<file path="src/rtl/wp_pkg.sv">
// Shared types for the way-predicted tag lookup.
// Assumes: nothing beyond IEEE 1800-2017.
package wp_pkg;
    // Lookup sequencing: wait for request, check guessed way, scan the rest.
    typedef enum logic [1:0] {
        LK_IDLE = 2'd0,
        LK_PRED = 2'd1,
        LK_SCAN = 2'd2
    } lk_state_t;
endpackage

</file>
<file path="src/rtl/wp_tag_store.sv">
// Tag and valid arrays, one fill write port, one whole-set read port.
// Assumes: a fill to the set being looked up is not issued mid-lookup.
module wp_tag_store #(
    parameter int WAYS  = 4,
    parameter int SETS  = 16,
    parameter int TAG_W = 8,
    localparam int IDX_W  = $clog2(SETS),
    localparam int PRED_W = $clog2(WAYS)
) (
    input  logic                        clk,
    input  logic                        rst_n,
    input  logic                        wr_en,
    input  logic [IDX_W-1:0]            wr_idx,
    input  logic [PRED_W-1:0]           wr_way,
    input  logic [TAG_W-1:0]            wr_tag,
    input  logic [IDX_W-1:0]            rd_idx,
    output logic [WAYS-1:0][TAG_W-1:0]  rd_tags,
    output logic [WAYS-1:0]             rd_valid
);
    logic [SETS-1:0][WAYS-1:0][TAG_W-1:0] tags_q;
    logic [SETS-1:0][WAYS-1:0]            valid_q;

    // Clear on reset; write one way of one set on fill.
    always_ff @(posedge clk) begin
        if (!rst_n) begin
            tags_q  <= '0;
            valid_q <= '0;
        end else if (wr_en) begin
            tags_q[wr_idx][wr_way]  <= wr_tag;
            valid_q[wr_idx][wr_way] <= 1'b1;
        end
    end

    // Present every way of the addressed set.
    always_comb begin
        rd_tags  = tags_q[rd_idx];
        rd_valid = valid_q[rd_idx];
    end
endmodule

</file>
<file path="src/rtl/wp_pred_table.sv">
// Per-set way-guess field with a correction port and a fill port.
// Assumes: the fill port wins when both write the same set in one cycle.
module wp_pred_table #(
    parameter int WAYS = 4,
    parameter int SETS = 16,
    localparam int IDX_W  = $clog2(SETS),
    localparam int PRED_W = $clog2(WAYS)
) (
    input  logic              clk,
    input  logic              rst_n,
    input  logic              fix_en,
    input  logic [IDX_W-1:0]  fix_idx,
    input  logic [PRED_W-1:0] fix_way,
    input  logic              fill_en,
    input  logic [IDX_W-1:0]  fill_idx,
    input  logic [PRED_W-1:0] fill_way,
    input  logic [IDX_W-1:0]  rd_idx,
    output logic [PRED_W-1:0] rd_way
);
    logic [SETS-1:0][PRED_W-1:0] guess_q;

    // Reset every guess to way 0; apply correction, then fill (fill last wins).
    always_ff @(posedge clk) begin
        if (!rst_n) begin
            guess_q <= '0;
        end else begin
            if (fix_en)  guess_q[fix_idx]  <= fix_way;
            if (fill_en) guess_q[fill_idx] <= fill_way;
        end
    end

    // Read the guess of the set under lookup.
    assign rd_way = guess_q[rd_idx];
endmodule

</file>
<file path="src/rtl/wp_way_match.sv">
// Tag comparators for one set: result for the guessed way, and the lowest
// matching way among all the others.
// Assumes: set_valid gates every comparator.
module wp_way_match #(
    parameter int WAYS  = 4,
    parameter int TAG_W = 8,
    localparam int PRED_W = $clog2(WAYS)
) (
    input  logic [WAYS-1:0][TAG_W-1:0] set_tags,
    input  logic [WAYS-1:0]            set_valid,
    input  logic [TAG_W-1:0]           cmp_tag,
    input  logic [PRED_W-1:0]          guess_way,
    output logic                       guess_hit,
    output logic                       other_hit,
    output logic [PRED_W-1:0]          other_way
);
    logic [WAYS-1:0] hit_vec;
    logic [WAYS-1:0] guess_oh;
    logic [WAYS-1:0] other_vec;

    // One comparator per way, each gated by that way's valid bit.
    for (genvar w = 0; w < WAYS; w++) begin : g_cmp
        assign hit_vec[w] = set_valid[w] && (set_tags[w] == cmp_tag);
    end

    // Split the compare result into the guessed way and the other ways.
    always_comb begin
        guess_oh            = '0;
        guess_oh[guess_way] = 1'b1;
        other_vec           = hit_vec & ~guess_oh;
        guess_hit           = hit_vec[guess_way];
        other_hit           = |other_vec;
    end

    // Priority encode the other ways, lowest index wins.
    always_comb begin
        other_way = '0;
        for (int w = WAYS - 1; w >= 0; w--) begin
            if (other_vec[w]) other_way = PRED_W'(w);
        end
    end
endmodule

</file>
<file path="src/rtl/wp_tag_lookup.sv">
// Way-predicted tag lookup: guessed-way compare in the first cycle, the
// other ways in a second cycle when the guess is wrong.
// Assumes: one lookup in flight; a fill never targets the set under lookup.
module wp_tag_lookup #(
    parameter int WAYS  = 4,
    parameter int SETS  = 16,
    parameter int TAG_W = 8,
    localparam int IDX_W  = $clog2(SETS),
    localparam int PRED_W = $clog2(WAYS)
) (
    input  logic              clk,
    input  logic              rst_n,
    input  logic              req_valid,
    input  logic [IDX_W-1:0]  req_index,
    input  logic [TAG_W-1:0]  req_tag,
    output logic              req_ready,
    input  logic              fill_valid,
    input  logic [IDX_W-1:0]  fill_index,
    input  logic [PRED_W-1:0] fill_way,
    input  logic [TAG_W-1:0]  fill_tag,
    output logic              hit_fast,
    output logic              hit_slow,
    output logic              miss,
    output logic [PRED_W-1:0] hit_way
);
    import wp_pkg::*;

    lk_state_t                  state_q;
    logic [IDX_W-1:0]           idx_q;
    logic [TAG_W-1:0]           tag_q;
    logic [WAYS-1:0][TAG_W-1:0] set_tags;
    logic [WAYS-1:0]            set_valid;
    logic [PRED_W-1:0]          guess_way;
    logic                       guess_hit;
    logic                       other_hit;
    logic [PRED_W-1:0]          other_way;
    logic                       fix_en;

    wp_tag_store #(.WAYS(WAYS), .SETS(SETS), .TAG_W(TAG_W)) u_store (
        .clk      (clk),
        .rst_n    (rst_n),
        .wr_en    (fill_valid),
        .wr_idx   (fill_index),
        .wr_way   (fill_way),
        .wr_tag   (fill_tag),
        .rd_idx   (idx_q),
        .rd_tags  (set_tags),
        .rd_valid (set_valid)
    );

    wp_pred_table #(.WAYS(WAYS), .SETS(SETS)) u_pred (
        .clk      (clk),
        .rst_n    (rst_n),
        .fix_en   (fix_en),
        .fix_idx  (idx_q),
        .fix_way  (other_way),
        .fill_en  (fill_valid),
        .fill_idx (fill_index),
        .fill_way (fill_way),
        .rd_idx   (idx_q),
        .rd_way   (guess_way)
    );

    wp_way_match #(.WAYS(WAYS), .TAG_W(TAG_W)) u_match (
        .set_tags  (set_tags),
        .set_valid (set_valid),
        .cmp_tag   (tag_q),
        .guess_way (guess_way),
        .guess_hit (guess_hit),
        .other_hit (other_hit),
        .other_way (other_way)
    );

    // Ready only while no lookup is in flight.
    assign req_ready = (state_q == LK_IDLE);

    // Move the guess to the way that hit in the second compare cycle.
    assign fix_en = (state_q == LK_SCAN) && other_hit;

    // Sequence the lookup and register the one-cycle result pulses.
    always_ff @(posedge clk) begin
        if (!rst_n) begin
            state_q  <= LK_IDLE;
            idx_q    <= '0;
            tag_q    <= '0;
            hit_fast <= 1'b0;
            hit_slow <= 1'b0;
            miss     <= 1'b0;
            hit_way  <= '0;
        end else begin
            hit_fast <= 1'b0;
            hit_slow <= 1'b0;
            miss     <= 1'b0;
            unique case (state_q)
                LK_IDLE: begin
                    if (req_valid) begin
                        idx_q   <= req_index;
                        tag_q   <= req_tag;
                        state_q <= LK_PRED;
                    end
                end
                LK_PRED: begin
                    if (guess_hit) begin
                        hit_fast <= 1'b1;
                        hit_way  <= guess_way;
                        state_q  <= LK_IDLE;
                    end else begin
                        state_q  <= LK_SCAN;
                    end
                end
                LK_SCAN: begin
                    if (other_hit) begin
                        hit_slow <= 1'b1;
                        hit_way  <= other_way;
                    end else begin
                        miss     <= 1'b1;
                        hit_way  <= '0;
                    end
                    state_q <= LK_IDLE;
                end
                default: state_q <= LK_IDLE;
            endcase
        end
    end
endmodule

</file>
<file path="config.mk">
export PLATFORM = sky130hd
export DESIGN_NAME = wp_tag_lookup
export DESIGN_NICKNAME = d
export VERILOG_FILES = /design/src/rtl/wp_pkg.sv /design/src/rtl/wp_tag_store.sv /design/src/rtl/wp_pred_table.sv /design/src/rtl/wp_way_match.sv /design/src/rtl/wp_tag_lookup.sv
export SDC_FILE = /design/constraint.sdc
export NUM_CORES = 2
export LEC_CHECK = 0
export BUFFER_PORTS_ARGS = -buffer_cell sky130_fd_sc_hd__buf_2
export CORE_MARGIN = 2
export CORE_UTILIZATION = 30
export CTS_CLUSTER_DIAMETER = 120
export DETAILED_ROUTE_END_ITERATION = 7
export PLACE_DENSITY = 0.46
export SLEW_MARGIN = 5
export SYNTH_ARGS = -nofsm -noshare
export SYNTH_HDL_FRONTEND = slang
export SYNTH_SLANG_ARGS = --single-unit
</file>
<file path="constraint.sdc">
create_clock -name clk -period 6.2 [get_ports clk]
set_input_delay 0.93 -clock clk [delete_from_list [all_inputs] [get_ports clk]]
set_output_delay 0.93 -clock clk [all_outputs]
set_load 0.1 [all_outputs]
</file>
==> results by group <==
Logic synthesis
  – Yosys reg bits: 627
  – Synth async-reset ratio: 0%
  – Post-synthesis mux area share: 11.7%
  – Post-Syn Nets: 3524
  – Ys flop type: dfxtp_1
  – XOR/XNOR Fraction of Synth Area: 0.912%
  – Area share of fa/ha/maj cells after synthesis: 0%
  – Post-Synth Simple-Gate Area: 20.3%
  – Largest family of logic cells by synthesized area: compound AO/OA/AOI/OAI gates
  – Synth cell types: 81
  – Synth Area in Compound Gates: 20.8%
  – Share of the yosys chip area belonging to registers: 42.2%
  – Number of synthesized flops with an enable pin: 0
  – Cell count after synthesis: 3494
  – Syn. warnings: 0
  – Synthesized area per cell: 8.52 sq um
  – Syn Std Cell Area: 0.0298 sq mm

Clocking
  – Hold-fix buffers, CTS: 0
  – Num CTS Buffers: 74
  – Clock latency on the worst-skew pair: 0.63 ns
  – Clock Path Buffers: 3
  – Sink Count: 627
  – Post-CTS sizing: 0
  – CTS tree: yes
  – H-tree depth: 3
  – Total setup buffers inserted after CTS: 0
  – Root buffer cell: clkbuf_16
  – Clk slew on worst S/H paths: 0.06 ns

Worst hold path
  – Hold path depth: 1
  – Hold wc startpoint: u_store.valid_q[25]
  – Worst Hold Class: register to register

Setup path
  – Peak per-stage delay on the critical path: 1.13 ns
  – Worst Path Required: 6.74 ns
  – Worst R2R Start: idx_q[0]
  – Critical path origin: idx_q[0]
  – Critical path startpoint category: register
  – CP Cell Sequence: nor2b_1, a22oi_1, a21o_1, a221o_1, a222oi_1, o21a_2, nor2_2, o31ai_4, a211oi_1, nor3_1
  – Setup CP Type: register to register
  – Maximum fanout along the worst path: 32
  – Slowest CP cell: nor2b_1
  – Crit end category: register
  – Worst EP arrival: 5.80 ns
  – R2R depth: 10

Power
  – Seq pwr share: 44.3%
  – Clock power frac: 48.0%
  – Switching power: 2.34 mW
  – Pint: 6.91 mW
  – Power Dens Cells: 278 mW/mm^2
  – Leakage power total: 10.2 nW
  – Sw frac: 25.3%
  – Tot Pwr: 9.26 mW
  – Peak VDD IR: 184 uV
  – Logic pwr share: 7.7%

Timing
  – Max Freq: 0.190 GHz
  – Final hold vios: 0
  – Rel. slew slack: 9.77%
  – RSZ-0062 raised after global routing: false
  – Final slew viol count: 0
  – Clock Skew: 0.0247 ns
  – Slew @ Worst Pin: 1.35 ns
  – WHS: 0.460 ns
  – Count of final setup violators: 0
  – Setup TNS: 0 ns
  – Worst Setup Slack, final: 0.941 ns
  – Tmin final: 5.26 ns
  – Period utilization: 84.8%

GRT
  – Total gr overflow: 0
  – First-pass GRT wire length: 165000 um
  – Total track usage: 21.5%
  – Number of global-route vias before repair: 23636
  – Largest net degree at the start of global routing: 192
  – Initial antenna violation count: 5

Route
  – Post-DRT Antenna Nets: 0
  – Via count: 25005
  – Avg WL per Cell: 23.5 um
  – Total wire length: 112000 um
  – Met3 wire len: 6510 um
  – Drt first pass iters: 6
  – Drc violations: 0
  – Initial DRC count: 2203
  – Vias per cell: 5.26
  – Top sig layer: met5
  – DRT met1 WL: 53600 um
  – Met2 WL: 48800 um

Floorplan
  – Initial Utilization: 30.3%
  – Core area: 0.0984 sq mm
  – DIE HEIGHT: 319 um
  – FP Rows: 115
  – IO Pins: 36
  – Die span in x: 319 um
  – DIE AREA: 0.102 sq mm

Finish
  – Layout cells sized above 1: 9.17%
  – FF+latch area: 0.0126 sq mm
  – Fillers: 10300
  – Area of the multi-input gates: 0.0160 sq mm
  – Synth-to-Final Area Change: 11.8%
  – Util after Layout: 33.8%
  – Nets@finish: 3446

Place
  – RePlAce Congestion: 0.842
  – DP Wirelength: 69700 um
  – Place WS: 1.07 ns
  – Buffers on Ports: 35

Flow run
  – Max-Cap Viols: 0

Run status
  – Status: finished clean
-- metal layers --
metal  up-vias  global-route usage (%)
li1      11836                       -
met1     12238                    31.4
met2       767                    33.0
met3       162                    2.73
met4         2                    5.83
met5         -                       0
-- worst paths after layout --
kind              slack [ns]                  end
setup / recovery        0.94   u_pred.guess_q[11]
hold / removal          0.46  u_store.valid_q[25]
setup reg to reg        0.94   u_pred.guess_q[11]
hold reg to reg         0.46  u_store.valid_q[25]
-- worst max-delay path: cells and delay by family (launching register included) --
| family | cells | cell delay [ns] |
|---|---|---|
| compound gates | 7 | 2.83 |
| simple gates | 3 | 1.45 |
| flops | 1 | 0.84 |
-- power groups by stage --
stage | combinational, mW | clock (mW) | sequential [mW]
floorplan | 0.484 | 0 | 4.16
global placement | 0.699 | 0 | 4.19
detailed placement | 0.700 | 0 | 4.19
CTS | 0.702 | 4.52 | 4.10
global route | 0.743 | 4.68 | 4.10
finish | 0.710 | 4.44 | 4.10
-- sequential cells by signal, indices dropped and copies added (netlist names) --
name,flops
miss,1
hit_way,2
hit_slow,1
state_q,2
tag_q,8
hit_fast,1
idx_q,4
u_store.valid_q,64
u_store.tags_q,512
u_pred.guess_q,32
-- layout by cell type, fill, tap and decap left out, types with 7 or more instances in the layout --
cell type,instances
a211oi_1,13
a21boi_0,540
a21oi_1,30
a221oi_1,13
a22oi_1,43
a31oi_1,7
and3_1,14
buf_2,34
buf_4,46
clkbuf_1,18
clkbuf_16,79
clkbuf_8,9
clkinv_2,14
dfxtp_1,623
inv_1,17
mux2_2,19
mux2i_1,145
mux4_2,75
nand2_1,1201
nand2b_1,20
nand3_1,43
nand4_1,16
nor2_1,112
nor2b_1,9
nor3_1,27
o211ai_1,12
o21a_1,59
o21ai_0,48
o221ai_1,9
o22ai_1,10
or3_1,11
xnor2_1,22
xor2_1,9
-- cells in the mapped netlist, types with 11 or more instances --
library cell / n / area (sq um)
xnor2_1: 22 / 193
nor2_1: 113 / 424
buf_4: 28 / 210
or3_1: 11 / 68.8
nor2b_1: 11 / 68.8
and3_1: 14 / 87.6
clkbuf_1: 172 / 646
mux2_2: 19 / 214
buf_6: 14 / 158
nand2_1: 1201 / 4510
a21boi_0: 540 / 4050
mux4_2: 75 / 1690
buf_2: 20 / 100
a221oi_1: 13 / 114
dfxtp_1: 627 / 12600
a22oi_1: 43 / 323
a211oi_1: 13 / 97.6
nor3_1: 31 / 155
nand4_1: 16 / 100
nand2b_1: 20 / 125
o211ai_1: 12 / 90.1
o21a_1: 59 / 443
a21oi_1: 30 / 150
nand3_1: 43 / 215
mux2i_1: 145 / 1450
o21ai_0: 48 / 240
inv_1: 17 / 63.8
-- cell families after synthesis --
logic type	count (synthesis)
DFF	627
xor gates and xnor gates	31
buffers and inverters	258
AOI/OAI and AO/OA	839
and+or+nand+nor	1495
muxes	244
-- through the flow --
step / area, sq um / std cells
2_1_floorplan: 29800 / 3494
3_3_place_gp: 30900 / 4627
3_5_place_dp: 30900 / 4627
4_1_cts: 33300 / 4754
5_1_grt: 33300 / 4754
6_report: 33300 / 4756
-- cell type report --
| type | count | area share [%] |
|---|---|---|
| Timing Repair Buffer | 86 | 1.89 |
| Tap cell | 1287 | 4.84 |
| Inverter | 18 | 0.203 |
| Sequential cell | 627 | 37.7 |
| Clock buffer | 106 | 6.51 |
| Antenna cell | 2 | 0.0150 |
| Clock inverter | 21 | 0.714 |
| Multi-Input combinational cell | 2609 | 48.1 |
Power figures use the tool's default switching activity.
